$ cat config.mk
export PLATFORM = sky130hd
export DESIGN_NAME = intsrc_capture
export DESIGN_NICKNAME = d
export VERILOG_FILES = /design/src/rtl/intsrc_pkg.sv /design/src/rtl/intsrc_rst_sync.sv /design/src/rtl/intsrc_cfg.sv /design/src/rtl/intsrc_lane.sv /design/src/rtl/intsrc_capture.sv
export SDC_FILE = /design/constraint.sdc
export NUM_CORES = 1
export LEC_CHECK = 0
export ABC_AREA = 1
export BUFFER_PORTS_ARGS = -buffer_cell sky130_fd_sc_hd__buf_4
export CORE_MARGIN = 5
export CORE_UTILIZATION = 45
export CTS_CLUSTER_DIAMETER = 150
export CTS_CLUSTER_SIZE = 10
export DETAILED_ROUTE_END_ITERATION = 10
export GPL_TIMING_DRIVEN = 0
export PLACE_DENSITY = 0.84
export REMOVE_ABC_BUFFERS = 1
export SLEW_MARGIN = 0
export SYNTH_ARGS = -nofsm -noshare
export SYNTH_HDL_FRONTEND = slang
export SYNTH_SLANG_ARGS = --single-unit
$ cat constraint.sdc
create_clock -name clk -period 3.1 [get_ports clk]
set_input_delay 0.31 -clock clk [delete_from_list [all_inputs] [get_ports clk]]
set_output_delay 0.31 -clock clk [all_outputs]
set_load 0.005 [all_outputs]
$ cat src/rtl/intsrc_pkg.sv
package intsrc_pkg;

  localparam int unsigned INTSRC_N = 51;

  // Writable polarity window: the top four sources
  localparam int unsigned EVT_WR_LO = 47;
  localparam int unsigned EVT_WR_W  = 4;

  // Reset configuration, bit n belongs to source n
  localparam logic [63:0] MODE_RST64 = 64'h0000_1F07_FFF8_FFFF; // 1 = level
  localparam logic [63:0] BOTH_RST64 = 64'h0000_00F8_0007_0000; // 1 = any change
  localparam logic [63:0] POL_RST64  = 64'h0000_5F07_FFF8_FFFF; // 1 = high/rising

endpackage

$ cat src/rtl/intsrc_rst_sync.sv
module intsrc_rst_sync (
  input  logic clk,
  input  logic arst_n,
  output logic srst_n
);

  logic stage_q;
  logic out_q;

  always_ff @(posedge clk or negedge arst_n) begin
    if (!arst_n) begin
      stage_q <= 1'b0;
      out_q   <= 1'b0;
    end else begin
      stage_q <= 1'b1;
      out_q   <= stage_q;
    end
  end

  assign srst_n = out_q;

endmodule

$ cat src/rtl/intsrc_cfg.sv
module intsrc_cfg #(
  parameter int unsigned NUM_SRC = 51,
  parameter int unsigned WR_LO   = 47,
  parameter int unsigned WR_W    = 4,
  parameter logic [NUM_SRC-1:0] MODE_RST = '0,
  parameter logic [NUM_SRC-1:0] BOTH_RST = '0,
  parameter logic [NUM_SRC-1:0] POL_RST  = '0
) (
  input  logic               clk,
  input  logic               rst_n,
  input  logic               wr_en,
  input  logic [WR_W-1:0]    wr_data,
  output logic [NUM_SRC-1:0] mode_o,
  output logic [NUM_SRC-1:0] both_o,
  output logic [NUM_SRC-1:0] pol_o
);

  localparam int unsigned WR_HI = WR_LO + WR_W - 1;
  localparam logic [WR_W-1:0] WIN_RST = POL_RST[WR_HI:WR_LO];

  logic [WR_W-1:0] win_q;
  logic [WR_W-1:0] win_d;

  initial begin
    if (WR_HI >= NUM_SRC) $error("writable polarity window exceeds source count");
  end

  always_comb begin
    win_d = win_q;
    if (wr_en) win_d = wr_data;
  end

  always_ff @(posedge clk or negedge rst_n) begin
    if (!rst_n) begin
      win_q <= WIN_RST;
    end else if (wr_en) begin
      win_q <= win_d;
    end
  end

  always_comb begin
    pol_o              = POL_RST;
    pol_o[WR_HI:WR_LO] = win_q;
  end

  assign mode_o = MODE_RST;
  assign both_o = BOTH_RST;

endmodule

$ cat src/rtl/intsrc_lane.sv
module intsrc_lane (
  input  logic clk,
  input  logic rst_n,
  input  logic smp_i,
  input  logic level_i,
  input  logic both_i,
  input  logic pol_i,
  input  logic clr_i,
  output logic raw_o
);

  logic prev_q;
  logic raw_q;
  logic raw_d;
  logic hit;
  logic raw_en;

  always_comb begin
    if (both_i) begin
      hit = smp_i ^ prev_q;
    end else if (pol_i) begin
      hit = smp_i & ~prev_q;
    end else begin
      hit = ~smp_i & prev_q;
    end

    if (level_i) begin
      raw_d = ~(smp_i ^ pol_i);
    end else begin
      raw_d = (raw_q & ~clr_i) | hit;
    end
    raw_en = raw_d ^ raw_q;
  end

  always_ff @(posedge clk or negedge rst_n) begin
    if (!rst_n) begin
      prev_q <= 1'b0;
    end else begin
      prev_q <= smp_i;
    end
  end

  always_ff @(posedge clk or negedge rst_n) begin
    if (!rst_n) begin
      raw_q <= 1'b0;
    end else if (raw_en) begin
      raw_q <= raw_d;
    end
  end

  assign raw_o = raw_q;

  // level lanes track the polarity-corrected line
  a_r2_level_follow: assert property (@(posedge clk) disable iff (!rst_n)
    level_i |=> raw_q == ($past(smp_i) ~^ $past(pol_i)));

  // any change on a both-edges lane sets the bit
  a_r3_any_change: assert property (@(posedge clk) disable iff (!rst_n)
    (!level_i && both_i && (smp_i != prev_q)) |=> raw_q);

  // an edge lane's bit is sticky while not cleared
  a_r4_sticky: assert property (@(posedge clk) disable iff (!rst_n)
    (!level_i && raw_q && !clr_i) |=> raw_q);

  // clear on a steady edge lane empties the bit
  a_r5_clear_edge: assert property (@(posedge clk) disable iff (!rst_n)
    (!level_i && clr_i && (smp_i == prev_q)) |=> !raw_q);

  // previous sample always follows the line
  a_r6_prev_track: assert property (@(posedge clk) disable iff (!rst_n)
    1'b1 |=> prev_q == $past(smp_i));

  // a rising edge beats a simultaneous clear
  a_r9_edge_beats_clear: assert property (@(posedge clk) disable iff (!rst_n)
    (!level_i && !both_i && pol_i && smp_i && !prev_q && clr_i) |=> raw_q);

endmodule

$ cat src/rtl/intsrc_capture.sv
module intsrc_capture
  import intsrc_pkg::*;
#(
  parameter int unsigned NUM_SRC = INTSRC_N,
  parameter int unsigned WR_LO   = EVT_WR_LO,
  parameter int unsigned WR_W    = EVT_WR_W
) (
  input  logic               clk,
  input  logic               rst_n,
  input  logic [NUM_SRC-1:0] src_i,
  input  logic [NUM_SRC-1:0] clr_mask_i,
  input  logic               evt_wr_en,
  input  logic [WR_W-1:0]    evt_wr_data,
  output logic [NUM_SRC-1:0] raw_o,
  output logic [NUM_SRC-1:0] edge_stat_o
);

  localparam logic [NUM_SRC-1:0] MODE_RST = MODE_RST64[NUM_SRC-1:0];
  localparam logic [NUM_SRC-1:0] BOTH_RST = BOTH_RST64[NUM_SRC-1:0];
  localparam logic [NUM_SRC-1:0] POL_RST  = POL_RST64[NUM_SRC-1:0];

  logic               srst_n;
  logic [NUM_SRC-1:0] mode_v;
  logic [NUM_SRC-1:0] both_v;
  logic [NUM_SRC-1:0] pol_v;
  logic [NUM_SRC-1:0] raw_v;

  intsrc_rst_sync u_rst (
    .clk    (clk),
    .arst_n (rst_n),
    .srst_n (srst_n)
  );

  intsrc_cfg #(
    .NUM_SRC  (NUM_SRC),
    .WR_LO    (WR_LO),
    .WR_W     (WR_W),
    .MODE_RST (MODE_RST),
    .BOTH_RST (BOTH_RST),
    .POL_RST  (POL_RST)
  ) u_cfg (
    .clk     (clk),
    .rst_n   (srst_n),
    .wr_en   (evt_wr_en),
    .wr_data (evt_wr_data),
    .mode_o  (mode_v),
    .both_o  (both_v),
    .pol_o   (pol_v)
  );

  for (genvar g = 0; g < NUM_SRC; g++) begin : g_lane
    intsrc_lane u_lane (
      .clk     (clk),
      .rst_n   (srst_n),
      .smp_i   (src_i[g]),
      .level_i (mode_v[g]),
      .both_i  (both_v[g]),
      .pol_i   (pol_v[g]),
      .clr_i   (clr_mask_i[g]),
      .raw_o   (raw_v[g])
    );
  end

  assign raw_o       = raw_v;
  assign edge_stat_o = raw_v & ~mode_v;

  // level sources never show in the edge-status vector
  a_r8_level_hidden: assert property (@(posedge clk) disable iff (!srst_n)
    (edge_stat_o & MODE_RST) == '0);

endmodule

==> impl_metrics.env, run 1 <==
export IMPL_synth_edff_count=0
export IMPL_antenna_cells=0
export IMPL_post_cts_buffers=0
export IMPL_relSlewSlack_pct=41.1
export IMPL_drtAntennaViolNets=0
export IMPL_ir_worst_vdd_mv=0.339
export IMPL_p_sw_share_pct=21.6
export IMPL_synth_largest_area_cell="dfrtp_1"
export IMPL_ys_flop_type="dfrtp_1"
export IMPL_die_w_um=93.2
export IMPL_wl_per_cell_um=12.9
export IMPL_dp_hpwl_mm=4.55
export IMPL_clock_latency_ns=0.33
export IMPL_grt_pass1_wl_mm=8.96
export IMPL_dr_pass1_iters=3
export IMPL_fillers=587
export IMPL_synth_most_common_cell="buf_4"
export IMPL_syn_area_mm2=0.00311
export IMPL_synth_top_area_share_pct=57.1
export IMPL_drv_cap=0
export IMPL_dieHeight_um=93.2
export IMPL_p_comb_share_pct=11.3
export IMPL_dieArea_mm2=0.00868
export IMPL_routed_wl_mm=5.74
export IMPL_root_buffer="clkbuf_8"
export IMPL_wl_met2_mm=2.93
export IMPL_gp_congestion=0.641
export IMPL_vias_per_cell=4.00
export IMPL_layout_setup_ws_ns=1.90
export IMPL_crit_chain="buf_4"
export IMPL_fin_crit_ns=1.20
export IMPL_synthArstFlopShare_pct=100
export IMPL_cts_made_buffers=9
export IMPL_syn_to_final_growth_pct=18.9
export IMPL_outcome="finished clean"
export IMPL_yosysSeqAreaShare_pct=57.1
export IMPL_cts_tree="done"
export IMPL_max_freq_mhz=836
export IMPL_clockBufferDepth=2
export IMPL_syn_area_per_cell_um2=9.85
export IMPL_fin_nets=470
export IMPL_dr_wl_met3_um=660
export IMPL_cp_slowest_cell="dfrtp_1"
export IMPL_cts_clk_slew_worst_paths_ns=0.07
export IMPL_clkSinkCount=71
export IMPL_synthTopCellsByArea="dfrtp_1 (57%), buf_4 (25%), inv_1 (5.3%)"
export IMPL_min_period_over_period_pct=38.6
export IMPL_synthTopCellsByCount="buf_4 (102), dfrtp_1 (71), inv_1 (44), clkbuf_1 (37), nand2_1 (34)"
export IMPL_hold_path_class="input port to flip-flop"
export IMPL_drt_met1_wl_mm=2.07
export IMPL_port_buffers=136
export IMPL_num_rows=30
export IMPL_clock_skew_ns=0.00741
export IMPL_power_density_mw_per_mm2=562
export IMPL_post_place_ws_ns=2.01
export IMPL_cp_arrival_ns=0.89
export IMPL_grt_ovfl_total=0
export IMPL_p_int_mw=1.63
export IMPL_rsz0062_at_grt="no"
export IMPL_cp_max_fo=3
export IMPL_path_buf_inv=1
export IMPL_criticalPathCategory="flip-flop to primary output"
export IMPL_yosysUniqueCellTypes=8
export IMPL_antenna_found_initial=0
export IMPL_worst_path_largest_cell_delay_ns=0.41
export IMPL_drc_errors=0
export IMPL_grt_pass1_vias=1867
export IMPL_hold_viol=0
export IMPL_h_tree_depth=3
export IMPL_p_leak_nw=2.08
export IMPL_end_kind="primary output"
export IMPL_required_ns=2.79
export IMPL_design_core_area_mm2=0.00676
export IMPL_drt_initial_drc_count=32
export IMPL_drive_above_1_share_pct=41.3
export IMPL_grt_usage_pct=13.5
export IMPL_clkPwrFrac_pct=39.0
export IMPL_finalSetupViolations=0
export IMPL_place_area_mm2=0.00347
export IMPL_seq_area_mm2=0.00178
export IMPL_start_util_pct=46.1
export IMPL_p_switching_mw=0.448
export IMPL_seqPwrFrac_pct=49.6
export IMPL_startpoint_type="flip-flop"
export IMPL_finalSetupTns_ns=0
export IMPL_maxSlewViolCount=0
export IMPL_tightest_slew_ns=0.883
export IMPL_routed_top_layer="met4"
export IMPL_yosysWarnings=0
export IMPL_syn_instance_count=316
export IMPL_fin_total_pwr_mw=2.08
export IMPL_multi_input_comb_area_um2=400
export IMPL_critical_path_top_delay_family="flip-flops"
export IMPL_grt_max_degree=70
export IMPL_final_area_mm2=0.00370
export IMPL_boundaryPins=211
export IMPL_ys_seq_elements=71
export IMPL_route_vias_total=1785
==> power by group through the flow <==
| stage | sequential (mW) | clock, mW | combinational [mW] |
|---|---|---|---|
| CTS | 1.03 | 0.846 | 0.238 |
| floorplan | 1.05 | 0 | 0.0449 |
| global route | 1.04 | 0.892 | 0.260 |
| finish | 1.03 | 0.812 | 0.235 |
| detailed placement | 1.05 | 0 | 0.237 |
| global placement | 1.05 | 0 | 0.230 |
==> layer usage <==
layer / up-vias / track usage, %
met4: 0 / 5.01
met3: 10 / 6.84
li1: 848 / -
met2: 105 / 23.2
met1: 822 / 14.3
met5: - / 0
==> registers in the layout, summed over array words and instances, names as in the netlist <==
register / cells
g_lane.u_lane.prev_q: 14
g_lane.u_lane.raw_o: 51
u_rst.srst_n: 1
u_cfg.win_q: 4
u_rst.stage_q: 1
==> what timing repair did <==
action	CTS	global route
hold endpoints to repair	2	0
hold buffers	1	0
gates resized for setup	0	0
setup endpoints to repair	0	0
==> cells by family after synthesis <==
kind of cell	after synthesis	share of synthesized area, %
buf+inv	183	34.4
flops	71	57.1
simple gates	54	7.32
compound gates	6	0.965
other cells	2	0.241
==> path summary, 6_finish.rpt <==
kind	startpoint	to	slack (ns)	cells past startpoint
worst max-delay path	g_lane[17].u_lane.raw_o	edge_stat_o[17]	1.90	1
worst min-delay path	src_i[10]	g_lane[10].u_lane.raw_o	0.08	1
worst max register to register	u_rst.srst_n	g_lane[9].u_lane.raw_o	2.07	0
worst min register to register	u_rst.stage_q	u_rst.srst_n	0.36	0
max in group asynchronous	u_rst.srst_n	g_lane[9].u_lane.raw_o	2.07	0
min in group asynchronous	rst_n	u_rst.srst_n	0.29	2
==> area by class of cell <==
type | count | share of cell area (%)
inverter | 44 | 4.46
multi-input combinational | 98 | 10.8
clock inverter | 3 | 1.76
tap | 80 | 2.70
clock buffer | 13 | 4.29
sequential | 71 | 48.1
timing repair buffer | 137 | 27.9
==> metrics by stage <==
stage                     hold WS, ns  std cells  utilization (%)
after global routing           0.0478        446             54.8
final                          0.0821        446             54.8
after detailed placement       0.0950        429             51.3
after CTS                      0.0600        446             54.8
after global placement         0.0933        429             51.3
after floorplan                0.0144        213                -
==> cells in the final DEF (no fill, tap or decap) <==
| cell type | synthesis | routed |
|---|---|---|
| dfrtp_1 | 71 | 70 |
| nand3_1 | 20 | 20 |
| nand2_1 | 34 | 34 |
| clkbuf_8 | 0 | 11 |
| buf_4 | 102 | 136 |
| clkinv_2 | 0 | 1 |
| dfrtp_4 | 0 | 1 |
| clkbuf_1 | 37 | 2 |
| inv_1 | 44 | 44 |
| dlygate4sd3_1 | 0 | 1 |
| o21ai_0 | 6 | 6 |
| conb_1 | 2 | 38 |
| bufinv_16 | 0 | 2 |
Power figures use the tool's default switching activity.
==> inputs of run 2 (changes only) <==
- ABC_AREA: 1 -> 0
- CORE_UTILIZATION: 45 -> 37
- PLACE_DENSITY: 0.84 -> 0.74
- clock period: 3.1 -> 1 ns (I/O delays scaled with it)
==> impl_metrics.env, run 2 <==
export IMPL_outcome="complete, but fails checks"
export IMPL_failed_checks="setup timing"
export IMPL_finalSetupViolations=4
export IMPL_yosysUniqueCellTypes=12
export IMPL_synth_edff_count=0
export IMPL_h_tree_depth=3
export IMPL_hold_viol=0
export IMPL_cp_slowest_cell="dfrtp_1"
export IMPL_drtAntennaViolNets=0
export IMPL_syn_area_mm2=0.00300
export IMPL_clock_skew_ns=0.0148
export IMPL_end_kind="primary output"
export IMPL_ys_flop_type="dfrtp_1"
export IMPL_synthArstFlopShare_pct=100
export IMPL_worst_path_largest_cell_delay_ns=0.43
export IMPL_fin_nets=488
export IMPL_min_period_over_period_pct=100
export IMPL_antenna_cells=0
export IMPL_vias_per_cell=3.87
export IMPL_synthTopCellsByCount="buf_4 (102), dfrtp_1 (71), clkbuf_1 (37), inv_1 (16)"
export IMPL_gp_congestion=0.721
export IMPL_hold_path_class="input port to flip-flop"
export IMPL_place_area_mm2=0.00338
export IMPL_final_common_cell="buf_4"
export IMPL_syn_instance_count=262
export IMPL_dr_pass1_iters=4
export IMPL_grt_max_degree=37
export IMPL_drt_initial_drc_count=21
export IMPL_drv_cap=0
export IMPL_cp_max_fo=3
export IMPL_ir_worst_vdd_mv=1.03
export IMPL_max_freq_mhz=996
export IMPL_synth_most_common_cell="buf_4"
export IMPL_antenna_found_initial=0
export IMPL_cts_made_buffers=9
export IMPL_stdcell_count=486
export IMPL_start_util_pct=38.4
export IMPL_boundaryPins=211
export IMPL_layout_setup_ws_ns=-0.00426
export IMPL_criticalPathCategory="flip-flop to primary output"
export IMPL_cts_clk_slew_worst_paths_ns=0.09
export IMPL_globalRouteMet2Util_pct=23.2
export IMPL_syn_to_final_growth_pct=48.5
export IMPL_grt_busiest_layer="met2"
export IMPL_port_buffers=136
export IMPL_yosysWarnings=0
export IMPL_rsz0062_at_grt="yes"
export IMPL_clockBufferDepth=2
export IMPL_grt_usage_pct=13.6
export IMPL_power_density_mw_per_mm2=1530
export IMPL_clock_latency_ns=0.34
export IMPL_wl_per_cell_um=13.9
export IMPL_yosysSeqAreaShare_pct=59.2
export IMPL_startpoint_type="flip-flop"
export IMPL_root_buffer="clkbuf_8"
export IMPL_ys_seq_elements=71
export IMPL_cp_arrival_ns=0.90
export IMPL_critical_path_top_delay_family="flip-flops"
export IMPL_die_w_um=100
export IMPL_p_leak_nw=2.22
export IMPL_syn_area_per_cell_um2=11.5
export IMPL_drive_above_1_share_pct=41.9
export IMPL_maxSlewViolCount=0
export IMPL_fin_crit_ns=1.00
export IMPL_cts_tree="done"
export IMPL_num_rows=32
export IMPL_gr_usage_met3_pct=5.49
export IMPL_largest_reg_flops=51
export IMPL_synth_largest_area_cell="dfrtp_1"
export IMPL_dieArea_mm2=0.0100
export IMPL_dp_hpwl_mm=4.37
export IMPL_grt_pass1_wl_mm=10.5
export IMPL_final_cell_mix="buf_4 (112), dfrtp_1 (70), dlygate4sd3_1 (68)"
export IMPL_required_ns=0.90
export IMPL_utilization_pct=57.1
export IMPL_route_vias_total=1882
export IMPL_grt_pass1_vias=2135
export IMPL_path_buf_inv=1
export IMPL_routed_wl_mm=6.75
export IMPL_design_core_area_mm2=0.00781
export IMPL_grt_ovfl_total=0
export IMPL_dieHeight_um=100
export IMPL_drc_errors=0
export IMPL_placedCellCount=397
export IMPL_clkSinkCount=71
export IMPL_synthTopCellsByArea="dfrtp_1 (59%), buf_4 (26%), clkbuf_1 (4.6%)"
export IMPL_synth_top_area_share_pct=59.2
export IMPL_final_area_mm2=0.00446
export IMPL_crit_chain="buf_6"
export IMPL_met1_usage_pct=14.8
-- run 2: worst paths after layout --
| kind | slack, ns | from | to | depth (start not counted) |
|---|---|---|---|---|
| min in group asynchronous | 0.09 | rst_n | u_rst.stage_q | 2 |
| hold reg to reg | 0.24 | u_rst.srst_n | u_cfg.win_q[3] | 0 |
| max in group asynchronous | 0.29 | u_rst.srst_n | g_lane[49].u_lane.prev_q | 1 |
| setup / recovery | -0.004 | g_lane[45].u_lane.raw_o | raw_o[45] | 1 |
| hold / removal | 0.01 | clr_mask_i[48] | g_lane[48].u_lane.raw_o | 2 |
| setup reg to reg | 0.08 | u_cfg.win_q[3] | g_lane[50].u_lane.raw_o | 2 |
-- run 2: final cells by class --
| cell class | count | area (um2) |
|---|---|---|
| Fill cell | 618 | 3350 |
| Timing Repair Buffer | 209 | 1870 |
| Sequential cell | 71 | 1780 |
| Multi-Input combinational cell | 72 | 395 |
| Clock buffer | 10 | 128 |
| Tap cell | 102 | 128 |
| Clock inverter | 6 | 93.8 |
| Inverter | 16 | 60.1 |
-- run 2: cell families (layout without fill, tap and decap cells) --
family	Yosys count	in the layout	synth area share, %
DFF	71	71	59.2
buffers and inverters	155	241	32.1
AOI/OAI and AO/OA	14	14	2.92
other	2	38	0.250
and+or+nand+nor	8	8	1.67
muxes	4	4	1.50
xor gates and xnor gates	8	8	2.33
-- run 2: where the power goes --
part / switching, mW / leakage, nW / internal, mW / total [mW]
registers: 0.145 / 0.822 / 3.06 / 3.21
clock network: 1.07 / 0.107 / 1.42 / 2.50
logic: 0.347 / 1.29 / 0.768 / 1.12
-- run 2: timing repair --
action / 4_1_cts / 5_1_grt
buffers inserted: 1 / 4
cloned: 0 / 0
setup endpoints to repair: 90 / 52
hold endpoints to repair: 69 / 0
hold buffers: 68 / 0
gates resized for setup: 10 / 17
-- run 2: per-stage QoR --
| stage | TNS [ns] | power (mW) | hold WS, ns | worst slack (ns) |
|---|---|---|---|---|
| after floorplan | -77.53 | 3.41 | -0.196 | -1.12 |
| after global placement | -127.71 | 3.99 | -0.116 | -1.85 |
| after detailed placement | -4.76 | 4.02 | -0.116 | -0.0752 |
| after CTS | -0.258 | 6.81 | 0.000325 | -0.0199 |
| after global routing | -1.01 | 7.19 | 0.00528 | -0.0589 |
| final | -0.0121 | 6.82 | 0.0149 | -0.00426 |
-- run 2: layer usage --
| metal | share of wire (%) | vias up | wire, um |
|---|---|---|---|
| li1 | - | 865 | - |
| met4 | 2.3 | 0 | 155 |
| met5 | 0 | - | 0 |
| met3 | 13 | 15 | 873 |
| met2 | 51 | 127 | 3420 |
| met1 | 34 | 875 | 2310 |
